<file path="src/rtl/uart_rx_pkg.sv">
package uart_rx_pkg;
    typedef enum logic [2:0] {
        RX_IDLE,
        RX_START,
        RX_DATA,
        RX_PAR,
        RX_STOP,
        RX_STOP2
    } rx_state_e;
endpackage

</file>
<file path="src/rtl/uart_rx_frame.sv">
module uart_rx_frame
    import uart_rx_pkg::*;
#(
    parameter int OVS = 16,
    parameter int DW  = 8
) (
    input  logic          clk,
    input  logic          rst_n,
    input  logic          tick,
    input  logic          rx,
    input  logic          len_full,
    input  logic          par_en,
    input  logic          stop2,
    output logic          done,
    output logic [DW-1:0] char_out,
    output logic          par_acc,
    output logic          stop_bad
);
    localparam int CW = $clog2(OVS);
    localparam int BW = $clog2(DW);
    localparam logic [CW-1:0] MID  = CW'(OVS / 2 - 1);
    localparam logic [CW-1:0] LAST = CW'(OVS - 1);

    typedef struct packed {
        rx_state_e     state;
        logic [CW-1:0] cnt;
        logic [BW-1:0] bitn;
        logic [DW-1:0] sh;
        logic          par;
        logic          done;
        logic          ferr;
    } frame_t;

    frame_t q, d;
    logic [BW-1:0] last_bit;

    always_comb begin
        last_bit = len_full ? BW'(DW - 1) : BW'(DW - 2);
        d        = q;
        d.done   = 1'b0;
        if (tick) begin
            case (q.state)
                RX_IDLE: begin
                    if (!rx) begin
                        d.state = RX_START;
                        d.cnt   = CW'(1);
                    end
                end
                RX_START: begin
                    if (q.cnt == MID) begin
                        d.cnt  = '0;
                        d.bitn = '0;
                        d.par  = 1'b0;
                        d.state = rx ? RX_IDLE : RX_DATA;
                    end else begin
                        d.cnt = q.cnt + 1'b1;
                    end
                end
                RX_DATA: begin
                    if (q.cnt == LAST) begin
                        d.cnt = '0;
                        d.sh  = {rx, q.sh[DW-1:1]};
                        d.par = q.par ^ rx;
                        if (q.bitn == last_bit) begin
                            d.bitn  = '0;
                            d.state = par_en ? RX_PAR : RX_STOP;
                        end else begin
                            d.bitn = q.bitn + 1'b1;
                        end
                    end else begin
                        d.cnt = q.cnt + 1'b1;
                    end
                end
                RX_PAR: begin
                    if (q.cnt == LAST) begin
                        d.cnt   = '0;
                        d.par   = q.par ^ rx;
                        d.state = RX_STOP;
                    end else begin
                        d.cnt = q.cnt + 1'b1;
                    end
                end
                RX_STOP: begin
                    if (q.cnt == LAST) begin
                        d.cnt   = '0;
                        d.done  = 1'b1;
                        d.ferr  = ~rx;
                        d.state = stop2 ? RX_STOP2 : RX_IDLE;
                    end else begin
                        d.cnt = q.cnt + 1'b1;
                    end
                end
                RX_STOP2: begin
                    if (q.cnt == LAST) begin
                        d.cnt   = '0;
                        d.state = RX_IDLE;
                    end else begin
                        d.cnt = q.cnt + 1'b1;
                    end
                end
                default: d.state = RX_IDLE;
            endcase
        end
    end

    always_ff @(posedge clk or negedge rst_n) begin
        if (!rst_n) begin
            q <= '{state: RX_IDLE, cnt: '0, bitn: '0, sh: '0,
                   par: 1'b0, done: 1'b0, ferr: 1'b0};
        end else begin
            q <= d;
        end
    end

    assign done     = q.done;
    assign char_out = len_full ? q.sh : (q.sh >> 1);
    assign par_acc  = q.par;
    assign stop_bad = q.ferr;

    // completion is a single-cycle pulse
    a_r1_done_pulse: assert property (@(posedge clk) disable iff (!rst_n)
        q.done |=> !q.done);

    // an aborted start check never reaches the data phase
    a_r2_start_abort: assert property (@(posedge clk) disable iff (!rst_n)
        (q.state == RX_START && tick && q.cnt == MID && rx) |=> q.state == RX_IDLE);
endmodule

</file>
<file path="src/rtl/uart_rx_buffer.sv">
module uart_rx_buffer #(
    parameter int DW = 8
) (
    input  logic          clk,
    input  logic          rst_n,
    input  logic          done,
    input  logic [DW-1:0] char_in,
    input  logic          par_acc,
    input  logic          stop_bad,
    input  logic          par_en,
    input  logic          par_odd,
    input  logic          rd,
    input  logic          clr,
    output logic [DW-1:0] data,
    output logic          rbf,
    output logic          oe,
    output logic          pe,
    output logic          fe,
    output logic          irq
);
    typedef struct packed {
        logic [DW-1:0] data;
        logic          rbf;
        logic          oe;
        logic          pe;
        logic          fe;
        logic          irq;
    } buf_t;

    buf_t q, d;
    logic still_full;

    always_comb begin
        still_full = q.rbf & ~rd;
        d          = q;
        d.irq      = 1'b0;
        if (rd) begin
            d.rbf = 1'b0;
            d.oe  = 1'b0;
            d.pe  = 1'b0;
            d.fe  = 1'b0;
        end
        if (clr) begin
            d.oe = 1'b0;
            d.pe = 1'b0;
            d.fe = 1'b0;
        end
        if (done) begin
            d.oe = still_full;
            d.pe = par_en & (par_acc ^ par_odd);
            d.fe = stop_bad;
            if (!still_full) begin
                d.data = char_in;
                d.rbf  = 1'b1;
                d.irq  = 1'b1;
            end
        end
    end

    always_ff @(posedge clk or negedge rst_n) begin
        if (!rst_n) begin
            q <= '0;
        end else begin
            q <= d;
        end
    end

    assign data = q.data;
    assign rbf  = q.rbf;
    assign oe   = q.oe;
    assign pe   = q.pe;
    assign fe   = q.fe;
    assign irq  = q.irq;

    a_r5_irq_on_rise: assert property (@(posedge clk) disable iff (!rst_n)
        $rose(q.rbf) |-> q.irq);

    a_r5_irq_implies_full: assert property (@(posedge clk) disable iff (!rst_n)
        q.irq |-> (q.rbf && !$past(q.rbf)));

    a_r4_flags_follow_done: assert property (@(posedge clk) disable iff (!rst_n)
        ($rose(q.pe) || $rose(q.fe) || $rose(q.oe)) |-> $past(done));

    a_r6_overrun_keeps_char: assert property (@(posedge clk) disable iff (!rst_n)
        (done && q.rbf && !rd) |=> (q.oe && q.rbf && $stable(q.data) && !q.irq));

    a_r3_read_empties: assert property (@(posedge clk) disable iff (!rst_n)
        (rd && !done) |=> !q.rbf);

    a_r9_clear_errors: assert property (@(posedge clk) disable iff (!rst_n)
        (clr && !done) |=> (!q.oe && !q.pe && !q.fe && $stable(q.data)));
endmodule

</file>
<file path="src/rtl/uart_rx_dbuf.sv">
module uart_rx_dbuf #(
    parameter int OVS = 16,
    parameter int DW  = 8
) (
    input  logic          clk,
    input  logic          rst_n,
    input  logic          tick16,
    input  logic          rxd,
    input  logic          cfg_len8,
    input  logic          cfg_par_en,
    input  logic          cfg_par_odd,
    input  logic          cfg_stop2,
    input  logic          rd_stb,
    input  logic          clr_err,
    output logic [DW-1:0] rx_data,
    output logic          rbf,
    output logic          oe,
    output logic          pe,
    output logic          fe,
    output logic          rx_irq
);
    localparam int SYNC_N = 2;

    logic [SYNC_N-1:0] sync_q, sync_d;
    logic              done;
    logic [DW-1:0]     char_w;
    logic              par_w;
    logic              ferr_w;

    always_comb begin
        sync_d = {sync_q[SYNC_N-2:0], rxd};
    end

    always_ff @(posedge clk or negedge rst_n) begin
        if (!rst_n) begin
            sync_q <= '1;
        end else begin
            sync_q <= sync_d;
        end
    end

    uart_rx_frame #(.OVS(OVS), .DW(DW)) u_frame (
        .clk      (clk),
        .rst_n    (rst_n),
        .tick     (tick16),
        .rx       (sync_q[SYNC_N-1]),
        .len_full (cfg_len8),
        .par_en   (cfg_par_en),
        .stop2    (cfg_stop2),
        .done     (done),
        .char_out (char_w),
        .par_acc  (par_w),
        .stop_bad (ferr_w)
    );

    uart_rx_buffer #(.DW(DW)) u_buf (
        .clk      (clk),
        .rst_n    (rst_n),
        .done     (done),
        .char_in  (char_w),
        .par_acc  (par_w),
        .stop_bad (ferr_w),
        .par_en   (cfg_par_en),
        .par_odd  (cfg_par_odd),
        .rd       (rd_stb),
        .clr      (clr_err),
        .data     (rx_data),
        .rbf      (rbf),
        .oe       (oe),
        .pe       (pe),
        .fe       (fe),
        .irq      (rx_irq)
    );
endmodule

</file>
<file path="config.mk">
export PLATFORM = sky130hd
export DESIGN_NAME = uart_rx_dbuf
export DESIGN_NICKNAME = d
export VERILOG_FILES = /design/src/rtl/uart_rx_pkg.sv /design/src/rtl/uart_rx_frame.sv /design/src/rtl/uart_rx_buffer.sv /design/src/rtl/uart_rx_dbuf.sv
export SDC_FILE = /design/constraint.sdc
export NUM_CORES = 1
export LEC_CHECK = 0
export BUFFER_PORTS_ARGS = -buffer_cell sky130_fd_sc_hd__buf_4
export CELL_PAD_IN_SITES_DETAIL_PLACEMENT = 1
export CELL_PAD_IN_SITES_GLOBAL_PLACEMENT = 1
export CORE_MARGIN = 8
export CORE_UTILIZATION = 48
export DETAILED_ROUTE_END_ITERATION = 7
export GPL_ROUTABILITY_DRIVEN = 0
export PLACE_DENSITY_LB_ADDON = 0.1
export SLEW_MARGIN = 20
export SYNTH_ARGS = -nofsm -noshare
export SYNTH_HDL_FRONTEND = slang
export SYNTH_SLANG_ARGS = --single-unit
</file>
<file path="constraint.sdc">
create_clock -name clk -period 2.45 [get_ports clk]
set_input_delay 0.6125 -clock clk [delete_from_list [all_inputs] [get_ports clk]]
set_output_delay 0.6125 -clock clk [all_outputs]
set_load 0.05 [all_outputs]
</file>
==> qor.log, run 1 <==
qor: synth.yosys.area.top_type dfrtp_1
qor: timing.unrepaired_setup_endpoints_after_global_routing false
qor: grt.grt-ovfl-total 0
qor: clocking.cts_setup_buffers 0
qor: synth.synth_enable_flop_cells 0
qor: clocking.clock_tree.buffer_depth 2
qor: setup_path.regToRegEndpoint u_frame.q[13]$_DFFE_PN0P_
qor: grt.grt_pass1_wl 6340 um
qor: setup_path.timing.reg2reg.setup_slack 540 ps
qor: route.route.detailed.drc 0
qor: clocking.cts_hold_buf 0
qor: grt.grt_antenna_before_repair 0
qor: placed_design.portbufs 22
qor: finish.n_antenna_cell 0
qor: floorplanning.floorplan.initialDensity 0.502
qor: hold_path.hold_crit_class primary input to asynchronous set/reset pin
qor: route.firstDrtPassIters 4
qor: synth.post_synth_net_total 184
qor: synth.ys.flop_type dfrtp_1
qor: finish.final_nets 205
qor: clocking.postCtsResizedCells 0
qor: setup_path.timing.reg2reg.worst_path_depth 5
qor: timing.setup_total_negative_slack 0 ps
qor: synth.ys_seq_elements 36
qor: route.drt-wirelength-per-cell 15.5 um
qor: timing.timing_worst_slew_pin_value 565 ps
qor: finish.share_of_post_route_cells_with_drive_strength_above_1 0.251
qor: timing.finClkSkew 6.10 ps
qor: power_and_ir_drop.power_leakage 0.00101 uW
qor: setup_path.worstSetupStartpointType flip-flop
qor: clocking.h-tree-depth 2
qor: floorplanning.design.portCount 23
qor: setup_path.cp-end-kind flip-flop
qor: floorplanning.rows 22
qor: setup_path.critical_path.slowest_cell dfrtp_1
qor: timing.final-hold-violation-count 0
qor: synth.yosysSeqAreaShare 0.488
qor: finish.area_delta_synth_final 13.6%
qor: power_and_ir_drop.peakVddDrop 0.305 mV
qor: synth.ys_warn_count 0
qor: synth.post_synth_arst_share 1.00
qor: synth.synth.avg_cell_area 10.9 um^2
qor: power_and_ir_drop.totalPowerFinal 1430 uW
qor: run_status.result_of_the_run finished clean
qor: setup_path.worst_r2r_startpoint u_frame.q[14]$_DFFE_PN0P_
qor: synth.biggest_area_contributors_in_the_synthesized_netlist dfrtp_1 (46%), o21ai_0 (5.1%), mux2_2 (4.9%), nand2_1 (4.3%), mux2i_1 (3.8%)
qor: power_and_ir_drop.power_density 679 nW/um^2
qor: setup_path.worst_path_largest_cell_delay 390 ps
qor: route.vias_per_cell 5.52
qor: timing.fin_hold_ws 281 ps
qor: clocking.path_clk_slew 70 ps
qor: placed_design.place.detailed.hpwl 2780 um
qor: grt.grt_util_all_layers 0.126
qor: route.antenna_left 0
qor: timing.max_slew_violation_count 0
qor: setup_path.critical_path_peak_fanout 11
qor: grt.pin_count_of_the_biggest_net_entering_global_routing 37
qor: floorplanning.die_height 78.1 um
qor: setup_path.timing.critical_path.cells ha_1 -> and3_1 -> nand4_4 -> a31o_2 -> o311ai_1
qor: timing.clock.fmax 0.524 GHz
qor: floorplanning.die_width 78.1 um
qor: floorplanning.die_area 6100 um^2
qor: synth.synth_top_cell_area_share 0.459
qor: route.vias 1319
qor: synth.post_synthesis_cell_area 1850 um^2
qor: clocking.cts_made_buffers 5
qor: setup_path.cpLargestDelayFamily simple AND/OR/NAND/NOR gates
qor: clocking.clock_tree_from_tritoncts built
qor: timing.slew_headroom 0.623
qor: route.totalWireLength 3710 um
qor: timing.setup_viol_count_final 0
qor: route.detailedRoute.firstIterationViolations 49
qor: setup_path.critical_path_class flip-flop to flip-flop
qor: clocking.root_buffer clkbuf_8
qor: synth.ys_types 48
qor: job.timing.max_cap.violations 0
qor: setup_path.arrival 2090 ps
qor: floorplanning.core_region_area 3690 um^2
qor: clocking.clkLatencyLatePin 280 ps
qor: grt.first_global_vias 1353
qor: synth.post_synth_inst_count 170
qor: timing.finalCritPeriodShare 0.778
qor: clocking.clock-sinks 36
qor: setup_path.critPathRequiredTime 2630 ps
qor: timing.finalWorstPathRequiredPeriod 1910 ps
qor: setup_path.crit_buf_inv 0
[Yosys cell counts, types with 2 or more instances]
library cell / number
and2_1: 2
nor2_1: 5
a21oi_1: 2
mux2i_1: 7
nand3_1: 2
a22o_1: 2
nand2b_1: 4
a21o_1: 4
or3b_1: 2
dfstp_2: 2
buf_4: 2
and3b_1: 3
buf_6: 4
ha_1: 4
inv_1: 10
o21ai_1: 4
o21ai_0: 19
mux2_2: 8
nand2_1: 21
nor3b_1: 2
dfrtp_1: 34
[report_power, final]
part / leakage (uW) / total, uW / internal (uW) / switching, uW
registers: 0.000488 / 721 / 637 / 83.3
logic: 0.000472 / 264 / 127 / 136
clock network: 0.0000503 / 444 / 250 / 194
total: 0.00101 / 1430 / 1010 / 414
[cell families (layout without fill, tap and decap cells)]
logic type | count (synthesis) | count (layout) | synth area share
fa+ha+maj | 4 | 4 | 0.0270
simple gates | 49 | 49 | 0.153
mux | 16 | 16 | 0.0946
flops | 36 | 36 | 0.488
xor+xnor | 3 | 3 | 0.0182
buf+inv | 18 | 39 | 0.0574
compound gates | 44 | 44 | 0.162
[cell type report]
cell class	instances	area, um^2
inverter	10	37.5
clock buffer	7	96.3
timing repair buffer	22	165
fill	431	1580
tap	48	60.1
multi-input combinational	116	842
sequential	36	903
[placed cells by master (no fill, tap or decap), types with 2 or more instances in the layout]
master,synthesis,layout
dfrtp_1,34,34
buf_4,2,22
nand2_1,21,21
o21ai_0,19,19
inv_1,10,10
mux2_2,8,8
mux2i_1,7,7
clkbuf_8,0,7
nor2_1,5,5
nand2b_1,4,4
a21o_1,4,4
o21ai_1,4,4
ha_1,4,4
and3b_1,3,3
and2_1,2,2
nor3b_1,2,2
or3b_1,2,2
nand3_1,2,2
a22o_1,2,2
a21oi_1,2,2
dfstp_2,2,2
[metrics by stage]
stage	util	instances	cell area, um^2	worst slack (ps)
2_1_floorplan	-	170	1850	586
3_3_place_gp	0.544	232	2010	508
3_5_place_dp	0.544	232	2010	460
4_1_cts	0.571	239	2100	541
5_1_grt	0.571	239	2100	432
6_report	0.571	239	2100	543
[how the worst max path moves through the flow]
stage	slack, ps	startpoint	end	depth (start not counted)
after floorplan	590	cfg_len8	u_frame.q[18]$_DFFE_PN0P_	5
after global placement	510	cfg_len8	u_frame.q[18]$_DFFE_PN0P_	5
after detailed placement	460	cfg_len8	u_frame.q[18]$_DFFE_PN0P_	5
after CTS	540	u_frame.q[14]$_DFFE_PN0P_	u_frame.q[13]$_DFFE_PN0P_	5
after global routing	430	u_frame.q[14]$_DFFE_PN0P_	u_frame.q[13]$_DFFE_PN0P_	5
final	540	u_frame.q[14]$_DFFE_PN0P_	u_frame.q[13]$_DFFE_PN0P_	5
[registers in the layout, summed over array words and instances (netlist names)]
register,flops
u_buf.irq,1
u_frame.done,1
u_frame.q,18
sync_q,2
u_buf.fe,1
u_buf.data,8
u_frame.par_acc,1
u_buf.rbf,1
u_frame.stop_bad,1
u_buf.pe,1
u_buf.oe,1
[routing by layer]
layer	up-vias	GRT usage	wire length [um]
met1	651	0.153	1720
met4	0	0.0389	45
li1	644	-	-
met5	-	0	0
met3	5	0.0399	167
met2	19	0.209	1770
Power figures use the tool's default switching activity.
==> run 2: changes to the inputs <==
- CORE_UTILIZATION: 48 -> 41
- clock period: 2.45 -> 1.7 ns (I/O delays scaled with it)
==> run 2 against run 1 <==
Cell count up 7.1%. Fmax up 18%. Clock skew down 1.3 ps. Largest power group unchanged. Count of clock-buffer cells in the layout down 1. Non-clock buffer count up 12. Clock power up 41%. Critical path type unchanged. Sequential share of layout area down 2.3 points. Via count up 4.0%.
==> qor.log, run 2 (synthesized netlist as in run 1, its figures left out) <==
qor: clocking.clock_tree.buffer_depth 2 [unchanged]
qor: finish.largest-register u_frame.q
qor: grt.grt-ovfl-total 0 [unchanged]
qor: setup_path.timing.critical_path.cells ha_1 -> a311o_1 -> a21o_1 -> a22o_1
qor: setup_path.cpLargestDelayFamily compound AO/OA/AOI/OAI gates
qor: clocking.root_buffer clkbuf_8
qor: setup_path.timing.reg2reg.setup_slack 80 ps [-460 ps]
qor: placed_design.portbufs 22 [unchanged]
qor: floorplanning.die_height 83.2 um [+6.5%]
qor: route.firstDrtPassIters 4 [unchanged]
qor: timing.unrepaired_setup_endpoints_after_global_routing false
qor: finish.n_antenna_cell 0 [unchanged]
qor: power_and_ir_drop.p_switching 655 uW [+58%]
qor: route.vias_per_cell 5.36 [-2.9%]
qor: timing.finalCritPeriodShare 0.950 [+0.172]
qor: clocking.cts_setup_buffers 0 [unchanged]
qor: placed_design.place_area 2120 um^2 [+5.4%]
qor: floorplanning.rows 24 [+9.1%]
qor: setup_path.critical_path.slowest_cell dfrtp_2
qor: setup_path.cp-startpoint u_frame.q[20]$_DFFE_PN0P_
qor: setup_path.regToRegEndpoint u_frame.q[14]$_DFFE_PN0P_
qor: setup_path.worst_r2r_startpoint u_frame.q[20]$_DFFE_PN0P_
qor: finish.area_delta_synth_final 20.3%
qor: clocking.clkLatencyLatePin 280 ps [about the same]
qor: timing.finClkSkew 4.81 ps [-1.29 ps]
qor: clocking.h-tree-depth 2 [unchanged]
qor: floorplanning.floorplan.initialDensity 0.425 [-0.0767]
qor: power_and_ir_drop.power.share.combinational 0.256 [+0.071]
qor: power_and_ir_drop.intPower 1510 uW [+49%]
qor: finish.final_core_utilization 0.512 [-0.0588]
qor: setup_path.crit_buf_inv 0 [unchanged]
qor: power_and_ir_drop.clockPowerShare 0.288 [-0.023]
qor: timing.timing_worst_slew_pin_value 466 ps [-99.2 ps]
qor: finish.largest_reg_flops 18 [unchanged]
qor: run_status.result_of_the_run finished clean
qor: setup_path.timing.reg2reg.worst_path_depth 4 [-1]
qor: floorplanning.core_region_area 4350 um^2 [+18%]
qor: power_and_ir_drop.peakVddDrop 0.389 mV [+27%]
qor: setup_path.worstSetupStartpointType flip-flop
qor: grt.pin_count_of_the_biggest_net_entering_global_routing 37 [unchanged]
qor: floorplanning.die_area 6920 um^2 [+13%]
qor: timing.final-hold-violation-count 0 [unchanged]
qor: route.route.detailed.drc 0 [unchanged]
qor: grt.grt_util_all_layers 0.121 [-0.00550]
qor: placed_design.place.detailed.hpwl 3050 um [+9.8%]
qor: finish.mostFrequentLayoutCells buf_4 (33), dfrtp_1 (32), nand2_1 (21), o21ai_0 (18), inv_1 (10)
qor: power_and_ir_drop.totalPowerFinal 2170 uW [+52%]
qor: timing.clock.fmax 0.619 GHz [+18%]
qor: power_and_ir_drop.power_density 973 nW/um^2 [+43%]
qor: route.detailedRoute.firstIterationViolations 35 [-29%]
qor: clocking.clock_tree_from_tritoncts built
qor: timing.finalWorstPathRequiredPeriod 1620 ps [-292 ps]
qor: finish.final_nets 217 [+5.9%]
qor: route.antenna_left 0 [unchanged]
qor: power_and_ir_drop.sequentialPowerShare 0.456 [-0.048]
qor: setup_path.worst_path_largest_cell_delay 490 ps [+100 ps]
qor: clocking.cts_hold_buf 0 [unchanged]
qor: timing.setup_viol_count_final 0 [unchanged]
qor: route.totalWireLength 4060 um [+9.4%]
qor: grt.grt_pass1_wl 7000 um [+10%]
qor: floorplanning.die_width 83.2 um [+6.5%]
qor: finish.summed_area_of_non_filler_cells_in_the_final_layout 2230 um^2 [+5.9%]
qor: power_and_ir_drop.power_leakage 0.00108 uW [+6.5%]
qor: clocking.cts_made_buffers 5 [unchanged]
qor: finish.leading_cell_type_in_the_layout_fill_and_taps_excluded buf_4
qor: finish.fillCellCount 480 [+11%]
qor: clocking.path_clk_slew 70 ps [about the same]
qor: setup_path.critical_path_class flip-flop to flip-flop
qor: grt.grt_antenna_before_repair 0 [unchanged]
qor: grt.first_global_vias 1502 [+11%]
qor: job.timing.max_cap.violations 0 [unchanged]
qor: route.drt-wirelength-per-cell 15.9 um [+2.1%]
qor: route.vias 1372 [+4.0%]
qor: setup_path.critical_path_peak_fanout 9 [-2]
qor: timing.slew_headroom 0.689 [+0.0662]
qor: timing.max_slew_violation_count 0 [unchanged]
qor: clocking.clock-sinks 36 [unchanged]
qor: finish.share_of_post_route_cells_with_drive_strength_above_1 0.328 [+0.0771]
qor: setup_path.arrival 1790 ps [-300 ps]
qor: setup_path.critPathRequiredTime 1880 ps [-750 ps]
qor: hold_path.hold_crit_class primary input to asynchronous set/reset pin
qor: floorplanning.design.portCount 23 [unchanged]
qor: setup_path.cp-end-kind flip-flop
qor: power_and_ir_drop.swShare 0.302 [+0.0122]
-- run 2: changes by cell type in the layout (fill, tap and decap cells not counted), moves of 2 or more --
cell,previous run,this run
buf_4,22,33
clkinv_2,0,2
dfrtp_1,34,32
dfrtp_2,0,2
-- run 2: worst max-delay path by stage --
stage | end | slack (ps) | cells past startpoint
after global routing | u_frame.q[16]$_DFFE_PN0P_ | 2 | 5
after global placement | u_frame.q[20]$_DFFE_PN0P_ | -10 | 6
after floorplan | u_frame.q[18]$_DFFE_PN0P_ | 20 | 5
final | u_frame.q[14]$_DFFE_PN0P_ | 80 | 4
after CTS | u_frame.q[17]$_DFFE_PN0P_ | 30 | 5
after detailed placement | u_frame.q[20]$_DFFE_PN0P_ | -30 | 6
-- run 2: area by class of cell --
type                       count  area [um^2]  area share
inverter                      10         37.5      0.0168
clock buffer                   6         82.6      0.0371
tap                           52         65.1      0.0292
sequential                    36          906       0.407
timing repair buffer          34          268       0.120
clock inverter                 2         10.0     0.00449
multi-input combinational    116          860       0.386
-- run 2: per-stage QoR --
step	setup TNS (ps)	hold WS (ps)	setup WS, ps	std cells
finish	0	90.1	85.0	256
global route	0	120	2.12	256
CTS	0	107	25.3	256
detailed placement	-35.0	350	-27.5	248
global placement	-11.2	346	-11.2	248
floorplan	0	129	23.8	170
-- run 2: worst register-to-register path: stages (launching register included) --
cell and delay, ps:
dfrtp_2 490, ha_1 210, a311o_1 380, a21o_1 210, a22o_1 220
-- run 2: power groups by stage --
| stage | combinational, uW | sequential (uW) | clock [uW] |
|---|---|---|---|
| after floorplan | 368 | 985 | 0 |
| after global placement | 510 | 998 | 0 |
| after detailed placement | 545 | 1000 | 0 |
| after CTS | 556 | 987 | 651 |
| after global routing | 613 | 997 | 690 |
| final | 556 | 988 | 624 |
-- run 2: what timing repair did --
action,4_1_cts,5_1_grt
pin swaps,0,0
setup endpoints to repair,2,8
resized for setup,3,5
-- run 2: per-layer routing --
metal | routed length (um) | track usage
met1 | 1690 | 0.127
met2 | 2140 | 0.217
met3 | 186 | 0.0420
met4 | 32 | 0.0383
met5 | 0 | 0
==> run 3: changes to the inputs <==
- BUFFER_PORTS_ARGS: -buffer_cell sky130_fd_sc_hd__buf_4 -> -buffer_cell sky130_fd_sc_hd__buf_2
==> run 3 against run 2 <==
Setup slack worse by 3.9 ps. Combinational power up 11%. Clock skew down 1.6 ps. Flip-flop and latch count unchanged. Via count up 1.2%. Critical endpoint is now u_frame.q[18]$_DFFE_PN0P_. Die area unchanged. Design area up 0.84%. Register-to-register slack about the same. Critical path depth up 2. Critical path type unchanged.
==> qor.log, run 3 (synthesized netlist as in run 1, its figures left out) <==
qor: power_and_ir_drop.power_density 974 nW/um^2 [+0.11%]
qor: power_and_ir_drop.peakVddDrop 0.396 mV [+1.8%]
qor: route.met2_length 2160 um [+0.79%]
qor: setup_path.critical_path.slowest_cell dfrtp_1
qor: route.route.detailed.drc 0 [unchanged]
qor: setup_path.cp-end-kind flip-flop
qor: power_and_ir_drop.power_leakage 0.00110 uW [+2.6%]
qor: clocking.cts_made_buffers 5 [unchanged]
qor: finish.fillCellCount 490 [+2.1%]
qor: grt.grt_pass1_wl 7130 um [+2.0%]
qor: route.met1_length 1680 um [-0.83%]
qor: floorplanning.die_width 83.2 um [unchanged]
qor: setup_path.regToRegEndpoint u_frame.q[18]$_DFFE_PN0P_
qor: grt.pin_count_of_the_biggest_net_entering_global_routing 20 [-46%]
qor: setup_path.critical_path_peak_fanout 5 [-4]
qor: setup_path.critical_path_class flip-flop to flip-flop
qor: grt.first_global_vias 1475 [-1.8%]
qor: clocking.h-tree-depth 2 [unchanged]
qor: setup_path.critPathRequiredTime 1870 ps [about the same]
qor: route.drt-wirelength-per-cell 15.5 um [-2.0%]
qor: route.met3WireLength 153 um [-18%]
qor: timing.finClkSkew 3.20 ps [-1.61 ps]
qor: finish.final_nets 222 [+2.3%]
qor: floorplanning.die_area 6920 um^2 [unchanged]
qor: placed_design.portbufs 22 [unchanged]
qor: finish.leading_cell_type_in_the_layout_fill_and_taps_excluded dfrtp_1
qor: route.detailedRoute.firstIterationViolations 13 [-63%]
qor: route.totalWireLength 4050 um [-0.12%]
qor: finish.summed_area_of_non_filler_cells_in_the_final_layout 2250 um^2 [+0.84%]
qor: timing.slew_headroom 0.705 [+0.0154]
qor: setup_path.timing.critical_path.cells ha_2 -> buf_4 -> and3b_1 -> o21ai_2 -> a221oi_2 -> mux2_4
qor: floorplanning.design.portCount 23 [unchanged]
qor: placed_design.place.detailed.hpwl 3210 um [+5.3%]
qor: timing.clock.fmax 0.618 GHz [-0.24%]
qor: setup_path.timing.reg2reg.setup_slack 80 ps [about the same]
qor: timing.setup_viol_count_final 0 [unchanged]
qor: finish.share_of_post_route_cells_with_drive_strength_above_1 0.359 [+0.0304]
qor: clocking.clock_tree_from_tritoncts built
qor: floorplanning.floorplan.initialDensity 0.425 [unchanged]
qor: setup_path.arrival 1790 ps [about the same]
qor: floorplanning.core_region_area 4350 um^2 [unchanged]
qor: grt.grt_util_all_layers 0.124 [+0.00329]
qor: timing.final-hold-violation-count 0 [unchanged]
qor: route.vias 1388 [+1.2%]
qor: route.antenna_left 0 [unchanged]
qor: clocking.clock-sinks 36 [unchanged]
qor: finish.largest_reg_flops 18 [unchanged]
qor: run_status.result_of_the_run finished clean
qor: setup_path.worstSetupStartpointType flip-flop
qor: clocking.clkLatencyLatePin 280 ps [about the same]
qor: finish.area_delta_synth_final 21.4%
qor: hold_path.hold_crit_class primary input to asynchronous set/reset pin
qor: route.top_layer met4
qor: route.vias_per_cell 5.32 [-0.77%]
qor: setup_path.timing.reg2reg.worst_path_depth 6 [+2]
qor: clocking.root_buffer clkbuf_8
qor: grt.grt-ovfl-total 0 [unchanged]
qor: finish.mostFrequentLayoutCells dfrtp_1 (32), buf_2 (22), nand2_1 (21), o21ai_0 (17), buf_4 (14)
qor: setup_path.worst_r2r_startpoint u_frame.q[15]$_DFFE_PN0P_
qor: grt.grt_antenna_before_repair 0 [unchanged]
qor: finish.largest-register u_frame.q
qor: timing.max_slew_violation_count 0 [unchanged]
qor: floorplanning.rows 24 [unchanged]
qor: finish.final_core_utilization 0.516 [+0.00431]
qor: timing.finalWorstPathRequiredPeriod 1620 ps [+3.91 ps]
qor: finish.n_antenna_cell 0 [unchanged]
qor: clocking.path_clk_slew 70 ps [about the same]
qor: timing.timing_worst_slew_pin_value 442 ps [-24.2 ps]
qor: floorplanning.die_height 83.2 um [unchanged]
qor: route.firstDrtPassIters 4 [unchanged]
qor: job.timing.max_cap.violations 0 [unchanged]
qor: setup_path.worst_path_largest_cell_delay 360 ps [-130 ps]
qor: placed_design.place_area 2100 um^2 [-0.95%]
qor: clocking.clock_tree.buffer_depth 2 [unchanged]
qor: timing.finalCritPeriodShare 0.952 [+0.00230]
## run 3: worst max-delay path by stage
| stage | from | endpoint | slack, ps | cells after the start |
|---|---|---|---|---|
| floorplan | cfg_len8 | u_frame.q[18]$_DFFE_PN0P_ | 20 | 5 |
| global placement | cfg_len8 | u_frame.q[18]$_DFFE_PN0P_ | 60 | 5 |
| detailed placement | u_frame.q[15]$_DFFE_PN0P_ | u_frame.q[18]$_DFFE_PN0P_ | -50 | 5 |
| CTS | u_frame.q[15]$_DFFE_PN0P_ | u_frame.q[18]$_DFFE_PN0P_ | 30 | 5 |
| global route | u_frame.q[15]$_DFFE_PN0P_ | u_frame.q[18]$_DFFE_PN0P_ | -10 | 6 |
| finish | u_frame.q[15]$_DFFE_PN0P_ | u_frame.q[18]$_DFFE_PN0P_ | 80 | 6 |
## run 3: area by class of cell
class / instances / area [um^2] / share of cell area
well taps: 52 / 65.1 / 0.0290
clock buffers: 5 / 68.8 / 0.0306
multi-input cells: 116 / 885 / 0.394
clock inverters: 3 / 18.8 / 0.00835
repair buffers: 39 / 267 / 0.119
inverters: 10 / 37.5 / 0.0167
flip-flops and latches: 36 / 906 / 0.403
## run 3: timing repair
action                     CTS  global route
buffers inserted             0             2
setup endpoints to repair    1            11
hold buffers                 0             0
resized for setup            2            11
pin swaps                    0             2
## run 3: through the flow
| stage | power (uW) | std cells | setup WS [ps] | hold slack [ps] | TNS [ps] |
|---|---|---|---|---|---|
| 2_1_floorplan | 1350 | 170 | 23.8 | 129 | 0 |
| 3_3_place_gp | 1500 | 251 | 55.2 | 347 | 0 |
| 4_1_cts | 2150 | 259 | 28.1 | 69.9 | 0 |
| 5_1_grt | 2340 | 261 | -10.9 | 93.4 | -10.9 |
| 6_report | 2190 | 261 | 81.0 | 64.1 | 0 |
| 3_5_place_dp | 1540 | 251 | -54.0 | 351 | -89.1 |
## run 3: worst max-delay path: cells and delay by family (launching register included)
kind / cells / cell delay, ps
DFF: 1 / 360
AOI/OAI and AO/OA: 2 / 330
muxes: 1 / 330
adders and majority gates: 1 / 190
and+or+nand+nor: 1 / 170
buffers and inverters: 1 / 130
## run 3: power by group
group | switching [uW] | total, uW | internal (uW)
Clock | 302 | 587 | 285
Sequential | 62.5 | 982 | 920
Combinational | 305 | 619 | 314
Total | 670 | 2190 | 1520
## run 3: metal layers
metal	global-route usage	vias up
met4	0.0431	0
met5	0	-
met3	0.0391	6
met2	0.221	20
li1	-	678
met1	0.133	684
